**src/rtl/bsq_pkg.sv**
```systemverilog
package bsq_pkg;

    typedef enum logic [1:0] {
        ST_IDLE = 2'd0,
        ST_WAIT = 2'd1,
        ST_DATA = 2'd2
    } bsq_state_e;

    localparam int CFG_BURST_BIT = 0;
    localparam int CFG_FALL_BIT  = 1;
    localparam int CFG_LAT_LSB   = 2;

endpackage

```
**src/rtl/bsq_lat_clamp.sv**
```systemverilog
module bsq_lat_clamp #(
    parameter int LAT_W   = 4,
    parameter int MIN_LAT = 2
) (
    input  logic [LAT_W-1:0] lat_raw,
    output logic [LAT_W-1:0] wait_load
);
    localparam logic [LAT_W-1:0] MIN_V = LAT_W'(MIN_LAT);

    // Countdown preset is latency minus one: the loading edge is edge 0.
    always_comb begin
        if (lat_raw < MIN_V) begin
            wait_load = MIN_V - 1'b1;
        end else begin
            wait_load = lat_raw - 1'b1;
        end
    end

endmodule

```
**src/rtl/bsq_core.sv**
```systemverilog
module bsq_core
    import bsq_pkg::*;
#(
    parameter int AW    = 12,
    parameter int DW    = 16,
    parameter int LAT_W = 4
) (
    input  logic             core_clk,
    input  logic             rst_n,
    input  logic             run_i,
    input  logic             burst_en_i,
    input  logic             adv_n_i,
    input  logic [AW-1:0]    addr_i,
    input  logic [LAT_W-1:0] wait_load_i,
    input  logic [DW-1:0]    arr_data_i,
    output logic [AW-1:0]    ctr_o,
    output logic [DW-1:0]    data_o,
    output logic             vld_o
);

    typedef struct packed {
        bsq_state_e       st;
        logic [LAT_W-1:0] cnt;
        logic [AW-1:0]    ctr;
        logic [DW-1:0]    data;
        logic             vld;
    } core_s;

    core_s cur_q, nxt_d;

    always_comb begin
        nxt_d     = cur_q;
        nxt_d.vld = 1'b0;
        if (!run_i) begin
            nxt_d.st   = ST_IDLE;
            nxt_d.data = '0;
        end else if (!adv_n_i) begin
            nxt_d.ctr  = addr_i;
            nxt_d.data = '0;
            nxt_d.cnt  = wait_load_i;
            nxt_d.st   = burst_en_i ? ST_WAIT : ST_IDLE;
        end else if (!burst_en_i) begin
            nxt_d.st   = ST_IDLE;
            nxt_d.data = '0;
        end else begin
            unique case (cur_q.st)
                ST_WAIT: begin
                    if (cur_q.cnt == '0) begin
                        nxt_d.data = arr_data_i;
                        nxt_d.vld  = 1'b1;
                        nxt_d.ctr  = cur_q.ctr + 1'b1;
                        nxt_d.st   = ST_DATA;
                    end else begin
                        nxt_d.cnt = cur_q.cnt - 1'b1;
                    end
                end
                ST_DATA: begin
                    nxt_d.data = arr_data_i;
                    nxt_d.vld  = 1'b1;
                    nxt_d.ctr  = cur_q.ctr + 1'b1;
                end
                default: begin
                end
            endcase
        end
    end

    always_ff @(posedge core_clk or negedge rst_n) begin
        if (!rst_n) begin
            cur_q <= '{st: ST_IDLE, cnt: '0, ctr: '0, data: '0, vld: 1'b0};
        end else begin
            cur_q <= nxt_d;
        end
    end

    assign ctr_o  = cur_q.ctr;
    assign data_o = cur_q.data;
    assign vld_o  = cur_q.vld;

    AST_STROBE_LOADS: assert property (@(posedge core_clk) disable iff (!rst_n)
        (run_i && !adv_n_i) |=> (cur_q.ctr == $past(addr_i)));

    AST_FIRST_AFTER_WAIT: assert property (@(posedge core_clk) disable iff (!rst_n)
        $rose(cur_q.vld) |-> ($past(cur_q.st) == ST_WAIT && $past(cur_q.cnt) == '0));

    AST_MIN_WAIT: assert property (@(posedge core_clk) disable iff (!rst_n)
        (run_i && !adv_n_i && burst_en_i) |=> (cur_q.st == ST_WAIT && cur_q.cnt != '0));

    AST_LINEAR_STEP: assert property (@(posedge core_clk) disable iff (!rst_n)
        (run_i && adv_n_i && burst_en_i && cur_q.st == ST_DATA)
        |=> (cur_q.ctr == AW'($past(cur_q.ctr) + 1'b1)));

    AST_CE_STOPS: assert property (@(posedge core_clk) disable iff (!rst_n)
        !run_i |=> (!cur_q.vld && cur_q.st == ST_IDLE));

    AST_RESTART: assert property (@(posedge core_clk) disable iff (!rst_n)
        (run_i && !adv_n_i && cur_q.st == ST_DATA) |=> !cur_q.vld);

endmodule

```
**src/rtl/burst_rd_seq.sv**
```systemverilog
module burst_rd_seq
    import bsq_pkg::*;
#(
    parameter int AW      = 12,
    parameter int DW      = 16,
    parameter int LAT_W   = 4,
    parameter int MIN_LAT = 2
) (
    input  logic               clk,
    input  logic               rst_n,
    input  logic               cfg_we,
    input  logic [LAT_W+1:0]   cfg_wdata,
    input  logic               adv_n,
    input  logic [AW-1:0]      addr_in,
    input  logic               ce_n,
    input  logic               oe_n,
    output logic [AW-1:0]      arr_addr,
    input  logic [DW-1:0]      arr_data,
    output logic [DW-1:0]      dout,
    output logic               dout_valid
);

    localparam int CFG_W  = LAT_W + 2;
    localparam int N_EDGE = 2;

    logic [CFG_W-1:0] cfg_q, cfg_d;
    logic             burst_en;
    logic             sel;
    logic [LAT_W-1:0] lat_raw;
    logic [LAT_W-1:0] wait_load;
    logic             clk_n;
    logic             edge_clk [N_EDGE];
    logic [AW-1:0]    core_ctr [N_EDGE];
    logic [DW-1:0]    core_data[N_EDGE];
    logic             core_vld [N_EDGE];

    always_comb begin
        cfg_d = cfg_q;
        if (cfg_we) begin
            cfg_d = cfg_wdata;
        end
    end

    always_ff @(posedge clk or negedge rst_n) begin
        if (!rst_n) begin
            cfg_q <= '0;
        end else begin
            cfg_q <= cfg_d;
        end
    end

    assign burst_en = cfg_q[CFG_BURST_BIT];
    assign sel      = cfg_q[CFG_FALL_BIT];
    assign lat_raw  = cfg_q[CFG_LAT_LSB +: LAT_W];
    assign clk_n    = ~clk;
    assign edge_clk[0] = clk;
    assign edge_clk[1] = clk_n;

    bsq_lat_clamp #(
        .LAT_W   (LAT_W),
        .MIN_LAT (MIN_LAT)
    ) u_clamp (
        .lat_raw   (lat_raw),
        .wait_load (wait_load)
    );

    for (genvar e = 0; e < N_EDGE; e++) begin : g_edge
        logic run;
        assign run = !ce_n && (32'(sel) == e);

        bsq_core #(
            .AW    (AW),
            .DW    (DW),
            .LAT_W (LAT_W)
        ) u_core (
            .core_clk    (edge_clk[e]),
            .rst_n       (rst_n),
            .run_i       (run),
            .burst_en_i  (burst_en),
            .adv_n_i     (adv_n),
            .addr_i      (addr_in),
            .wait_load_i (wait_load),
            .arr_data_i  (arr_data),
            .ctr_o       (core_ctr[e]),
            .data_o      (core_data[e]),
            .vld_o       (core_vld[e])
        );
    end

    assign arr_addr   = core_ctr[sel];
    assign dout_valid = !ce_n && !oe_n && core_vld[sel];

    always_comb begin
        if (ce_n || oe_n) begin
            dout = '0;
        end else if (burst_en) begin
            dout = core_data[sel];
        end else begin
            dout = arr_data;
        end
    end

    AST_ASYNC_QUIET: assert property (@(posedge clk) disable iff (!rst_n)
        (!burst_en && $past(!burst_en)) |=> !dout_valid);

    AST_GATED_QUIET: assert property (@(posedge clk) disable iff (!rst_n)
        (ce_n || oe_n) |-> (dout == '0));

endmodule

```
**config.mk**
```make
export PLATFORM = sky130hd
export DESIGN_NAME = burst_rd_seq
export DESIGN_NICKNAME = d
export VERILOG_FILES = /design/src/rtl/bsq_pkg.sv /design/src/rtl/bsq_lat_clamp.sv /design/src/rtl/bsq_core.sv /design/src/rtl/burst_rd_seq.sv
export SDC_FILE = /design/constraint.sdc
export NUM_CORES = 1
export LEC_CHECK = 0
export ABC_AREA = 1
export CAP_MARGIN = 10
export CORE_ASPECT_RATIO = 0.6
export CORE_MARGIN = 8
export CORE_UTILIZATION = 45
export CTS_BUF_LIST = sky130_fd_sc_hd__clkbuf_2 sky130_fd_sc_hd__clkbuf_4 sky130_fd_sc_hd__clkbuf_8
export DETAILED_ROUTE_END_ITERATION = 10
export PLACE_DENSITY = 0.68
export SYNTH_ARGS = -nofsm -noshare
export SYNTH_HDL_FRONTEND = slang
export SYNTH_SLANG_ARGS = --single-unit
```
**constraint.sdc**
```tcl
create_clock -name clk -period 1.8 [get_ports clk]
set_input_delay 0.45 -clock clk [delete_from_list [all_inputs] [get_ports clk]]
set_output_delay 0.45 -clock clk [all_outputs]
set_load 0.05 [all_outputs]
```
==> results.json <==
{
  "die_y_um": 94.9,
  "gp_congestion": 0.900,
  "final_cell_mix": "nand2_1, buf_4, inv_1, nand3_1, nor2_1",
  "run_status": "finished, violations left",
  "final_cell_area_mm2": 0.00769,
  "placementRows": 28,
  "path_clk_slew_ns": 0.07,
  "final_nets": 903,
  "netlist_instances": 678,
  "cts.sink_count": 76,
  "yosys-mux-area-fraction": 0,
  "switching_power_mw": 2.26,
  "seqPwrFrac": 0.348,
  "clock-root-buffer": "clkbuf_8",
  "ioPinCount": 69,
  "synth_seq_cells": 76,
  "powerDensity_mw_per_mm2": 794,
  "die-area_mm2": 0.0140,
  "wl_per_cell_um": 16.3,
  "placed_area_mm2": 0.00668,
  "yosys.area_share.simple": 0.353,
  "cts_buffers": 9,
  "synth-compound-area-share": 0.113,
  "maxSlewHeadroom": 0.705,
  "swShare": 0.371,
  "cp.arrival_ns": 2.14,
  "synth-seq-area-share": 0.407,
  "synth_top_family_by_area": "simple AND/OR/NAND/NOR gates",
  "required_ns": 1.35,
  "setup_ws_ns": -0.786,
  "synth_area_mm2": 0.00467,
  "overflow": 0,
  "fin_skew_ns": 0.0164,
  "drv_slew": 0,
  "post-dp-hpwl_um": 11000,
  "vdd_ir_drop_max_v": 0.000498,
  "syn_avg_cell_area_um2": 6.89,
  "hold_class": "input pin to asynchronous set/reset pin",
  "core_area_mm2": 0.00998,
  "p_comb_frac": 0.427,
  "via_count": 5273,
  "initial_core_util": 0.468,
  "grt_pass1_wl_um": 25100,
  "cts_hold_buf": 0,
  "finalSetupTns_ns": -37.98,
  "layout_commonest_cell": "nand2_1",
  "path_class": "register to output pin",
  "cts_tree": "built",
  "antenna_found_initial": 0,
  "layout-drive-gt1-share": 0.365,
  "ys_types": 30,
  "fp.dieW_um": 148,
  "syn-num-nets": 729,
  "h-tree-depth": 3,
  "yosys.area_share.adder": 0.0294,
  "pwr-share-clk": 0.225,
  "cts_buffer_depth": 2,
  "diodes": 0,
  "grt_max_degree": 43,
  "port_buffers": 68,
  "drt_pass1_iterations": 5,
  "grt.total_usage": 0.218,
  "path_max_fanout": 2,
  "wirelength_um": 16200,
  "drc": 0,
  "first_global_vias": 5162,
  "power_leakage_nw": 3.66,
  "synthXorXnorAreaFrac": 0.00562,
  "yosysWarnings": 0,
  "rsz0062_at_grt": "yes",
  "num-fill-cells": 665,
  "end_kind": "output pin",
  "violations": "setup timing",
  "ant_nets": 0,
  "worst_pin_slew_ns": 0.441,
  "viasPerCell": 5.32,
  "fin_util": 0.770,
  "drt_iter0_drc": 306,
  "critPathLaunchType": "register",
  "area_growth_pct": 64.5,
  "setup_viol": 97,
  "hold_violations": 0,
  "drv_cap": 0,
  "insertion_delay_ns": 0.34,
  "internal_power_mw": 3.84,
  "ff2ff_setup_slack_ns": -0.48
}
-- metrics by stage --
stage,setup WS [ns],hold WS (ns),power (mW),std cells
after detailed placement,-1.13,0.431,4.44,944
after CTS,-0.793,0.0696,5.93,972
after global placement,-1.07,0.423,4.38,944
final,-0.786,0.0741,6.10,992
after floorplan,-0.372,0.154,3.41,678
after global routing,-0.867,0.0750,6.43,992
-- critical path: stages, from the launching register on --
cell	delay, ns
dfrtn_1	0.44
nand2_1	0.07
nand3_1	0.07
o211ai_1	0.11
inv_2	0.09
buf_12	0.13
-- path summary, 6_finish.rpt --
| kind | startpoint | end | depth (start not counted) |
|---|---|---|---|
| max reg2reg | cfg_q[1]$_DFFE_PN0P_ | g_edge[1].u_core.ctr_o[7]$_DFFE_NN0P_ | 8 |
| min | rst_n | g_edge[0].u_core.cur_q[29]$_DFFE_PN0P_ | 2 |
| max | g_edge[1].u_core.data_o[14]$_DFFE_NN0P_ | dout[14] | 5 |
| min reg2reg | g_edge[1].u_core.data_o[15]$_DFFE_NN0P_ | g_edge[1].u_core.data_o[15]$_DFFE_NN0P_ | 2 |
| max in group asynchronous | rst_n | g_edge[1].u_core.data_o[11]$_DFFE_NN0P_ | 2 |
| min in group clk | g_edge[1].u_core.data_o[15]$_DFFE_NN0P_ | g_edge[1].u_core.data_o[15]$_DFFE_NN0P_ | 2 |
-- final cells by class --
type                       count  area (µm²)  area share
inverter                      83         338      0.0439
multi-input combinational    495        2960       0.386
clock buffer                  14         174      0.0226
sequential                    76        1900       0.248
timing repair buffer         186        2100       0.273
tap                          135         169      0.0220
clock inverter                 2        35.0     0.00456
timing repair inverter         1        8.76     0.00114
-- state kept, by name, summed over array words and instances, names as in the netlist --
register and count:
g_edge.u_core.cur_q 12, cfg_q 6, g_edge.u_core.ctr_o 24, g_edge.u_core.vld_o 2, g_edge.u_core.data_o 32
-- cells in the mapped netlist, drive strengths merged --
cell	instances	share of area
nand2	215	0.17
nand3	88	0.097
inv	80	0.064
nor2	75	0.066
o21ai	42	0.045
dfrtp	41	0.22
dfrtn	35	0.19
a21oi	27	0.033
o211ai	16	0.026
clkbuf	13	0.010
buf	12	0.015
ha	11	0.029
nand4	6	0.0080
clkinv	3	0.0024
nand3b	3	0.0048
o21bai	3	0.0048
a21boi	2	0.0032
or2	2	0.0027
xnor2	2	0.0037
a21o	1	0.0016
xor2	1	0.0019
-- routing by layer --
layer | vias up | wire length, µm | track usage
li1 | 2517 | - | -
met1 | 2527 | 7040 | 0.295
met2 | 213 | 7680 | 0.356
met3 | 16 | 1340 | 0.0487
met4 | 0 | 156 | 0.0430
met5 | - | 0 | 0
-- power groups by stage --
stage          logic, mW  registers, mW  clock network (mW)
6_report            2.61           2.12                1.38
5_1_grt             2.81           2.15                1.47
4_1_cts             2.42           2.11                1.40
3_5_place_dp        2.30           2.14                   0
3_3_place_gp        2.24           2.13                   0
2_1_floorplan       1.28           2.13                   0
-- cell families (layout without fill, tap and decap cells) --
logic type,after synthesis,count (layout)
adder cells (fa/ha/maj),11,11
buffers and inverters,108,286
flip-flops,76,76
AO/OA/AOI/OAI,91,91
AND/OR/NAND/NOR,389,390
XOR/XNOR,3,3
-- timing repair --
action                                  4_1_cts  5_1_grt
pin swaps                                     7       32
buffers inserted                             11       16
gates cloned                                  2        5
endpoints found under the setup margin       96       93
gates resized for setup                      59       80
No activity file was read; power rests on OpenSTA's default activity.
